**config.mk**
```make
export PLATFORM = sky130hd
export DESIGN_NAME = cube_flip_tpg
export DESIGN_NICKNAME = d
export VERILOG_FILES = /design/src/rtl/cube_flip_tpg_pkg.sv /design/src/rtl/tpg_lfsr.sv /design/src/rtl/tpg_position.sv /design/src/rtl/tpg_flip.sv /design/src/rtl/cube_flip_tpg.sv
export SDC_FILE = /design/constraint.sdc
export NUM_CORES = 1
export LEC_CHECK = 0
export CORE_MARGIN = 2
export CORE_UTILIZATION = 40
export CTS_CLUSTER_SIZE = 24
export DETAILED_ROUTE_END_ITERATION = 12
export PLACE_DENSITY = 0.74
export SLEW_MARGIN = 20
export SYNTH_ARGS = -nofsm -noshare
export SYNTH_HDL_FRONTEND = slang
export SYNTH_HIERARCHICAL = 1
export SYNTH_SLANG_ARGS = --single-unit
```
**constraint.sdc**
```tcl
create_clock -name clk -period 1.46 [get_ports clk]
set_input_delay 0.219 -clock clk [delete_from_list [all_inputs] [get_ports clk]]
set_output_delay 0.219 -clock clk [all_outputs]
set_load 0.02 [all_outputs]
```
**src/rtl/cube_flip_tpg_pkg.sv**
```systemverilog
package cube_flip_tpg_pkg;

    // widest cube vector the matching helper accepts
    localparam int CUBE_MAX_W = 32;

    typedef enum logic {
        PH_RUN  = 1'b0,
        PH_DONE = 1'b1
    } phase_e;

    // result of one generator step as seen by the scan register
    typedef struct packed {
        logic shift;    // a bit is produced this cycle
        logic bit_val;  // the produced bit
        logic closes;   // the bit completes a pattern
    } step_t;

    // a cube matches when every cared-for bit equals its value
    function automatic logic cube_hit(input logic [CUBE_MAX_W-1:0] vec,
                                      input logic [CUBE_MAX_W-1:0] val,
                                      input logic [CUBE_MAX_W-1:0] msk);
        return ((vec ^ val) & msk) == '0;
    endfunction

endpackage

```
**src/rtl/tpg_lfsr.sv**
```systemverilog
module tpg_lfsr #(
    parameter int              W    = 2,
    parameter logic [W-1:0]    SEED = 2'b10,
    parameter logic [W-1:0]    TAPS = 2'b11
) (
    input  logic         clk,
    input  logic         rst,
    input  logic         adv,
    output logic [W-1:0] state,
    output logic         out_bit
);

    logic fb;
    assign fb      = ^(state & TAPS);
    assign out_bit = state[W-1];

    always_ff @(posedge clk) begin
        if (rst) begin
            state <= SEED;
        end else if (adv) begin
            state <= {state[W-2:0], fb};
        end
    end


    lfsr_nonzero_chk: assert property (@(posedge clk) disable iff (rst)
        state != '0);


    lfsr_hold_chk: assert property (@(posedge clk) disable iff (rst)
        !adv |=> $stable(state));

endmodule

```
**src/rtl/tpg_position.sv**
```systemverilog
module tpg_position
    import cube_flip_tpg_pkg::*;
#(
    parameter int SCAN_LEN = 5,
    parameter int NUM_PAT  = 6,
    localparam int BIT_CW  = $clog2(SCAN_LEN),
    localparam int PAT_CW  = $clog2(NUM_PAT)
) (
    input  logic              clk,
    input  logic              rst,
    input  logic              adv,
    output logic [BIT_CW-1:0] bit_cnt,
    output logic [PAT_CW-1:0] pat_cnt,
    output logic              last_bit,
    output logic              done
);

    localparam logic [BIT_CW-1:0] BIT_LAST = BIT_CW'(SCAN_LEN - 1);
    localparam logic [PAT_CW-1:0] PAT_LAST = PAT_CW'(NUM_PAT - 1);

    phase_e phase;

    assign last_bit = (bit_cnt == BIT_LAST);
    assign done     = (phase == PH_DONE);

    always_ff @(posedge clk) begin
        if (rst) begin
            bit_cnt <= '0;
            pat_cnt <= '0;
            phase   <= PH_RUN;
        end else if (adv) begin
            if (last_bit) begin
                bit_cnt <= '0;
                if (pat_cnt == PAT_LAST) begin
                    phase <= PH_DONE;
                end else begin
                    pat_cnt <= pat_cnt + 1'b1;
                end
            end else begin
                bit_cnt <= bit_cnt + 1'b1;
            end
        end
    end


    bit_range_chk: assert property (@(posedge clk) disable iff (rst)
        bit_cnt <= BIT_LAST);


    done_sticky_chk: assert property (@(posedge clk) disable iff (rst)
        done |=> done);

endmodule

```
**src/rtl/tpg_flip.sv**
```systemverilog
module tpg_flip
    import cube_flip_tpg_pkg::*;
#(
    parameter int                         VEC_W     = 8,
    parameter int                         NUM_CUBES = 2,
    parameter logic [NUM_CUBES*VEC_W-1:0] CUBE_VAL  = '0,
    parameter logic [NUM_CUBES*VEC_W-1:0] CUBE_MASK = '0
) (
    input  logic [VEC_W-1:0] vec,
    output logic             flip
);

    logic [NUM_CUBES-1:0] hits;

    for (genvar k = 0; k < NUM_CUBES; k++) begin : g_cube
        localparam logic [VEC_W-1:0] VAL = CUBE_VAL[k*VEC_W +: VEC_W];
        localparam logic [VEC_W-1:0] MSK = CUBE_MASK[k*VEC_W +: VEC_W];
        assign hits[k] = cube_hit(CUBE_MAX_W'(vec), CUBE_MAX_W'(VAL),
                                  CUBE_MAX_W'(MSK));
    end

    assign flip = |hits;

    initial begin

        vec_width_chk: assert (VEC_W <= CUBE_MAX_W);
    end

endmodule

```
**src/rtl/cube_flip_tpg.sv**
```systemverilog
module cube_flip_tpg
    import cube_flip_tpg_pkg::*;
#(
    parameter int               LFSR_W    = 2,
    parameter logic [LFSR_W-1:0] SEED     = 2'b10,
    parameter logic [LFSR_W-1:0] TAPS     = 2'b11,
    parameter int               SCAN_LEN  = 5,
    parameter int               NUM_PAT   = 6,
    parameter int               NUM_CUBES = 2,
    parameter logic [NUM_CUBES*($clog2(NUM_PAT)+$clog2(SCAN_LEN)+LFSR_W)-1:0]
                                CUBE_VAL  = {8'b0010_0001, 8'b0000_0010},
    parameter logic [NUM_CUBES*($clog2(NUM_PAT)+$clog2(SCAN_LEN)+LFSR_W)-1:0]
                                CUBE_MASK = {8'b0010_0111, 8'b0000_0110}
) (
    input  logic                        clk,
    input  logic                        rst,
    input  logic                        en,
    output logic                        scan_bit,
    output logic [SCAN_LEN-1:0]         scan_vec,
    output logic                        pat_valid,
    output logic [$clog2(NUM_PAT)-1:0]  pat_idx,
    output logic                        done
);

    localparam int BIT_CW = $clog2(SCAN_LEN);
    localparam int PAT_CW = $clog2(NUM_PAT);
    localparam int VEC_W  = PAT_CW + BIT_CW + LFSR_W;

    logic              adv;
    logic [LFSR_W-1:0] lfsr_state;
    logic              lfsr_bit;
    logic [BIT_CW-1:0] bit_cnt;
    logic [PAT_CW-1:0] pat_cnt;
    logic              last_bit;
    logic              flip;
    step_t             step;

    assign adv = en && !done;

    tpg_lfsr #(.W(LFSR_W), .SEED(SEED), .TAPS(TAPS)) u_lfsr (
        .clk     (clk),
        .rst     (rst),
        .adv     (adv),
        .state   (lfsr_state),
        .out_bit (lfsr_bit)
    );

    tpg_position #(.SCAN_LEN(SCAN_LEN), .NUM_PAT(NUM_PAT)) u_pos (
        .clk      (clk),
        .rst      (rst),
        .adv      (adv),
        .bit_cnt  (bit_cnt),
        .pat_cnt  (pat_cnt),
        .last_bit (last_bit),
        .done     (done)
    );

    tpg_flip #(
        .VEC_W     (VEC_W),
        .NUM_CUBES (NUM_CUBES),
        .CUBE_VAL  (CUBE_VAL),
        .CUBE_MASK (CUBE_MASK)
    ) u_flip (
        .vec  ({pat_cnt, bit_cnt, lfsr_state}),
        .flip (flip)
    );

    always_comb begin
        step.shift   = adv;
        step.bit_val = lfsr_bit ^ flip;
        step.closes  = adv && last_bit;
    end

    always_ff @(posedge clk) begin
        if (rst) begin
            scan_vec  <= '0;
            pat_valid <= 1'b0;
            pat_idx   <= '0;
        end else begin
            pat_valid <= step.closes;
            if (step.shift) begin
                scan_vec <= {scan_vec[SCAN_LEN-2:0], step.bit_val};
            end
            if (step.closes) begin
                pat_idx <= pat_cnt;
            end
        end
    end

    assign scan_bit = scan_vec[0];


    valid_pulse_chk: assert property (@(posedge clk) disable iff (rst)
        pat_valid |=> !pat_valid);


    final_done_chk: assert property (@(posedge clk) disable iff (rst)
        (pat_valid && pat_idx == PAT_CW'(NUM_PAT - 1)) |-> done);


    frozen_scan_chk: assert property (@(posedge clk) disable iff (rst)
        done |=> $stable(scan_vec));


    idle_hold_chk: assert property (@(posedge clk) disable iff (rst)
        (!en && !pat_valid) |=> ($stable(scan_vec) && !pat_valid));

endmodule

```
* After elaboration in Yosys (flattened, before gate mapping)
Cells that the tools add are included.
** Word-level totals
- Register bits :: 18
- Output and inout port bits :: 11
** Operators by class
- $add $sub $neg :: 2
- Equality and inequality tests :: 2
- Multiplexer cells :: 1
- Bitwise logic cells :: 4
- Reductions and logical operators :: 9
** Operator list (count)
- $logic_not 32->1 :: 2
- $add 3x1->3 const B :: 2
- $eq 3x3->1 const B :: 2
- $reduce_and 3->1 :: 2
- $mux 3 :: 1
- $logic_and 1x1->1 :: 2
- $not 1->1 :: 2
- $not 2->2 :: 1
- $reduce_or 2->1 :: 1
- $reduce_xor 2->1 :: 1
- $logic_not 1->1 :: 1
- $xor 1x1->1 :: 1

* Depth between registers and ports, before layout
- Depth after elaboration :: 4
- Mapped depth :: 7
- Gate-level depth less buffers :: 7

* By module
The synthesis kept the hierarchy.
** By module, submodules not included
- tpg_position :: instances 1, cells an instance 41, area an instance 365.4 um2, sequential area each 140.1 um2
- cube_flip_tpg :: instances 1, cells an instance 35, area an instance 351.6 um2, sequential area each 180.2 um2
- tpg_lfsr :: instances 1, cells an instance 8, area an instance 88.8 um2, sequential area each 40.0 um2
- tpg_flip :: instances 1, cells an instance 2, area an instance 8.8 um2, sequential area each 0.0 um2

* Worst setup path before layout
Ideal clock, no wire load.
- Path type :: register to register
- Start point :: reg u_pos.phase (netlist: u_pos/done)
- End point :: reg u_pos.pat_cnt[2]
- Library setup time :: 0.078 ns
- Arrival :: 1.285 ns
- Setup slack :: 0.097 ns
- Cell stages (with the launch flop) :: 7
- Buffers on the path :: 2
- Period minus slack after synthesis :: 1.363 ns
- Cells stage by stage :: dfxtp_1 nor2b_4 buf_6 and3_1 buf_6 and4b_1 nor3_1
** On the way
- Word-level cells in the longest chain between the ends :: 3
** Ends and longest elaborated chain
- from (decl) :: RTL line tpg_position.sv:21 : phase_e phase;
- from (signal assigned) :: RTL line tpg_position.sv:30 : phase <= PH_RUN;
- from (signal assigned) :: RTL line tpg_position.sv:35 : phase <= PH_DONE;
- $logic_not 1->1 :: RTL line cube_flip_tpg.sv:38 : assign adv = en && !done;
- $logic_and 1x1->1 :: RTL line cube_flip_tpg.sv:38
- net adv :: RTL line cube_flip_tpg.sv:29 : logic adv;
- $reduce_and 3->1 (no line)
- to (signal assigned) :: RTL line tpg_position.sv:37 : pat_cnt <= pat_cnt + 1'b1;
- to (decl) :: RTL line tpg_position.sv:13 : output logic [PAT_CW-1:0] pat_cnt,
The timed path passes the listed nets, and every way through them passes these cells.
A chain may end at the register's enable or synchronous reset.

* Final worst setup path
- Start point :: reg u_pos.bit_cnt[0]
- End point :: reg u_pos.phase (netlist: u_pos/done)
** On the way
- Word-level cells in the longest chain between the ends :: 2
** Ends and longest elaborated chain
- from (decl) :: RTL line tpg_position.sv:12 : output logic [BIT_CW-1:0] bit_cnt,
- from (signal assigned) :: RTL line tpg_position.sv:40 : bit_cnt <= bit_cnt + 1'b1;
- $eq 3x3->1 :: RTL line tpg_position.sv:23 : assign last_bit = (bit_cnt == BIT_LAST);
- $reduce_and 3->1 (no line)
Every way passes these cells.

==> report_table.html <==
<table>
<tr><th>Metric</th><th>Value</th></tr>
<tr><th colspan="2">Power and ir drop</th></tr>
<tr><td>Total internal power</td><td>0.707 mW</td></tr>
<tr><td>Worst ir drop on vdd</td><td>793 uV</td></tr>
<tr><td>Leakage component of the power</td><td>0.464 nW</td></tr>
<tr><td>Net load switching power</td><td>0.219 mW</td></tr>
<tr><td>Net Sw Frac</td><td>23.7%</td></tr>
<tr><td>Clock share of power</td><td>33.0%</td></tr>
<tr><td>Combinational cell fraction of total power</td><td>11.1%</td></tr>
<tr><td>Pwr dens</td><td>929 nW/um2</td></tr>
<tr><td>Total power consumption of the routed design</td><td>0.926 mW</td></tr>
<tr><td>Sequential Power Share</td><td>55.9%</td></tr>
<tr><th colspan="2">Placed design</th></tr>
<tr><td>Post-detailed-placement cell area</td><td>971 um2</td></tr>
<tr><td>Cell count after placement</td><td>125</td></tr>
<tr><td>Post-DP HPWL</td><td>1.08 mm</td></tr>
<tr><td>Number of buffer cells added on primary ports</td><td>13</td></tr>
<tr><td>Routability congestion estimate</td><td>0.690</td></tr>
<tr><th colspan="2">STA</th></tr>
<tr><td>Final critical-path required period</td><td>1.37 ns</td></tr>
<tr><td>Worst-case headroom to the max-slew limit</td><td>79.6%</td></tr>
<tr><td>Final Slew Violations</td><td>0</td></tr>
<tr><td>Fmax</td><td>0.729 GHz</td></tr>
<tr><td>Slew @ Worst Pin</td><td>0.305 ns</td></tr>
<tr><td>Largest clock skew in the final design</td><td>0.00517 ns</td></tr>
<tr><td>Final Hold Fails</td><td>0</td></tr>
<tr><td>Hold Slack</td><td>0.460 ns</td></tr>
<tr><td>Setup repair after global routing missed its margin</td><td>no</td></tr>
<tr><td>Tcrit/Tclk final</td><td>94.0%</td></tr>
<tr><td>Post-Route Setup TNS</td><td>0 ns</td></tr>
<tr><td>Setup Viol. Count Final</td><td>0</td></tr>
<tr><th colspan="2">Worst setup path</th></tr>
<tr><td>Startpoint class of the critical path</td><td>flop</td></tr>
<tr><td>Worst-path maximum fanout</td><td>6</td></tr>
<tr><td>CP required</td><td>1.65 ns</td></tr>
<tr><td>CP Capture Type</td><td>flop</td></tr>
<tr><td>Cells traversed along the worst timing path</td><td>inv_1, ha_1, and3_1, buf_4, a31oi_1, nor2_1</td></tr>
<tr><td>Critical path type</td><td>flop to flop</td></tr>
<tr><td>Worst-case register-to-register setup slack</td><td>0.09 ns</td></tr>
<tr><td>Number of buffer and inverter stages on the critical path</td><td>2</td></tr>
<tr><td>Delay-heaviest family, CP</td><td>flip-flops</td></tr>
<tr><td>Library cell contributing the largest single delay on the critical path</td><td>dfxtp_1</td></tr>
<tr><td>Critical path arrival</td><td>1.56 ns</td></tr>
<tr><td>Peak per-stage delay on the critical path</td><td>0.34 ns</td></tr>
<tr><th colspan="2">Cells and area</th></tr>
<tr><td>Top library cells by usage in the layout, fill and taps aside</td><td>dfxtp_1 (18), dlygate4sd2_1 (10), a21oi_1 (9)</td></tr>
<tr><td>Count of nets after finishing</td><td>110</td></tr>
<tr><td>Layout Area Growth over Synthesis</td><td>22.4%</td></tr>
<tr><td>Number of diodes added for antenna fixing</td><td>0</td></tr>
<tr><td>Design area</td><td>997 um2</td></tr>
<tr><td>Fillers</td><td>189</td></tr>
<tr><td>Finished Layout Cells</td><td>129</td></tr>
<tr><td>Most common cell after layout, fill and taps aside</td><td>dfxtp_1</td></tr>
<tr><td>Fraction of final layout cells with drive strength greater than 1</td><td>14.7%</td></tr>
<tr><th colspan="2">Clocking</th></tr>
<tr><td>CTS root buf</td><td>clkbuf_4</td></tr>
<tr><td>H-tree lvl count</td><td>1</td></tr>
<tr><td>Number of clock buffers inserted by TritonCTS</td><td>3</td></tr>
<tr><td>Post CTS Setup Buffer Count</td><td>0</td></tr>
<tr><td>Clock sink total</td><td>18</td></tr>
<tr><td>TritonCTS clock tree</td><td>yes</td></tr>
<tr><td>Later-pin clock latency in the skew report</td><td>0.30 ns</td></tr>
<tr><td>Clock slew at the register clock pins of the worst setup and hold paths</td><td>0.10 ns</td></tr>
<tr><td>Clock Path Buffers</td><td>2</td></tr>
<tr><th colspan="2">Detailed routing</th></tr>
<tr><td>Wire length after detailed routing</td><td>1.47 mm</td></tr>
<tr><td>Post-DR wirelength/cell</td><td>11.4 um</td></tr>
<tr><td>Count of TritonRoute iterations in the first routing pass</td><td>4</td></tr>
<tr><td>Total number of vias</td><td>638</td></tr>
<tr><td>Vias per inst</td><td>4.95</td></tr>
<tr><td>Number of nets with antenna violations after detailed routing</td><td>0</td></tr>
<tr><td>DRC violation count after routing</td><td>0</td></tr>
<tr><td>Initial DRC Count</td><td>8</td></tr>
<tr><th colspan="2">Die</th></tr>
<tr><td>Starting density of the core</td><td>41.9%</td></tr>
<tr><td>Die X</td><td>49.1 um</td></tr>
<tr><td>Site row count</td><td>16</td></tr>
<tr><td>Total die area</td><td>2410 um2</td></tr>
<tr><td>Area inside the core boundary</td><td>1940 um2</td></tr>
<tr><td>I/O pin total</td><td>14</td></tr>
<tr><td>Die Y</td><td>49.1 um</td></tr>
<tr><th colspan="2">Min path</th></tr>
<tr><td>Path type of the worst min-delay path</td><td>flop to flop</td></tr>
<tr><th colspan="2">Flow run</th></tr>
<tr><td>Max cap viols</td><td>0</td></tr>
<tr><th colspan="2">Yosys</th></tr>
<tr><td>Synthesized area divided by synthesized cell count</td><td>9.47 um2</td></tr>
<tr><td>Synthesized instance count</td><td>86</td></tr>
<tr><td>Number of synthesis warnings</td><td>6</td></tr>
<tr><td>Post-synthesis net count</td><td>93</td></tr>
<tr><td>Number of flops mapped to enable cells by yosys</td><td>0</td></tr>
<tr><td>Sequential-to-total area share from yosys stat</td><td>44.2%</td></tr>
<tr><td>Distinct cell type count of the synthesized netlist</td><td>28</td></tr>
<tr><td>Number of flip-flops and latches in the synthesized netlist</td><td>18</td></tr>
<tr><td>Syn Std Cell Area</td><td>815 um2</td></tr>
<tr><td>Share of synthesized registers carrying an async set or reset</td><td>0%</td></tr>
<tr><td>Dominant register cell in the synthesized netlist</td><td>dfxtp_1</td></tr>
<tr><th colspan="2">Global routing</th></tr>
<tr><td>First-pass GRT wire length</td><td>2.51 mm</td></tr>
<tr><td>Vias in the first global route</td><td>592</td></tr>
<tr><td>Antenna violations before repair</td><td>0</td></tr>
<tr><td>Maximum number of pins on one net before global-route repair</td><td>18</td></tr>
<tr><td>Aggregate global routing overflow</td><td>0</td></tr>
<tr><td>Overall Global Routing Usage</td><td>13.7%</td></tr>
<tr><th colspan="2">Run status</th></tr>
<tr><td>Outcome</td><td>complete, no violations</td></tr>
</table>
==> final timing paths <==
check | startpoint | end | cells after the start
worst min-delay path | pat_idx[2] | pat_idx[2] | 2
worst max register to register | u_pos/bit_cnt[0] | u_pos/done | 6
worst min register to register | pat_idx[2] | pat_idx[2] | 2
worst max-delay path | u_pos/bit_cnt[0] | u_pos/done | 6
==> through the flow <==
stage               setup WS (ns)  util [%]
detailed placement        -0.0783      50.0
global route               0.0277      51.4
floorplan                  0.0969         -
global placement          -0.0429      50.0
finish                     0.0874      51.4
CTS                        0.0200      51.2
==> power groups by stage <==
stage	Clock [mW]	Combinational [mW]	Sequential, mW
final	0.306	0.103	0.517
after global routing	0.341	0.114	0.520
after floorplan	0	0.0710	0.534
after detailed placement	0	0.109	0.529
after CTS	0.323	0.104	0.518
after global placement	0	0.106	0.528
==> registers in the layout, indices dropped and copies added (netlist names) <==
signal and count:
scan_vec 5, u_pos/done 1, pat_valid 1, u_pos/pat_cnt 3, u_pos/bit_cnt 3, pat_idx 3, u_lfsr/state 2
==> worst register-to-register path, cell delays in order (launching register included) <==
cell     delay (ns)
dfxtp_1        0.34
inv_1          0.06
ha_1           0.22
and3_1         0.26
buf_4          0.17
a31oi_1        0.16
nor2_1         0.06
==> cells in the mapped netlist, types with 2 or more instances <==
library cell  number  area [um2]
dfxtp_1           18         360
a21oi_1            9        45.0
nor2_1             8        30.0
nand2_1            6        22.5
nand3_1            5        25.0
ha_1               4        50.1
inv_1              4        15.0
mux2i_1            4        40.0
nand2b_1           3        18.8
nand3b_1           3        22.5
a21oi_2            2        17.5
buf_4              2        15.0
buf_6              2        22.5
clkbuf_1           2        7.51
==> final cells by class <==
cell class,instances,area [um2],share of cell area [%]
well taps,27,33.8,3.39
flip-flops and latches,18,360,36.1
inverters,4,15.0,1.51
clock buffers,4,36.3,3.64
multi-input cells,58,394,39.5
repair buffers,18,158,15.8
==> what timing repair did <==
| action | in CTS | in global routing |
|---|---|---|
| setup endpoints to repair | 10 | 1 |
| hold buffers | 0 | 0 |
| gates resized for setup | 10 | 1 |
==> layer usage <==
layer	up-vias	track usage, %	wire (um)	part of all wire [%]
li1	324	-	-	-
met3	0	6.75	68	4.6
met4	0	2.86	0	0
met2	9	23.0	715	49
met1	305	15.8	687	47
met5	-	0	0	0
==> kinds of logic after synthesis <==
group,Yosys count,synth area share [%]
xor gates and xnor gates,1,1.08
adders and majority gates,4,6.14
buffers and inverters,10,7.37
AOI/OAI and AO/OA,18,15.8
DFF,18,44.2
and+or+nand+nor,31,20.4
muxes,4,4.92
Power figures use the tool's default switching activity.
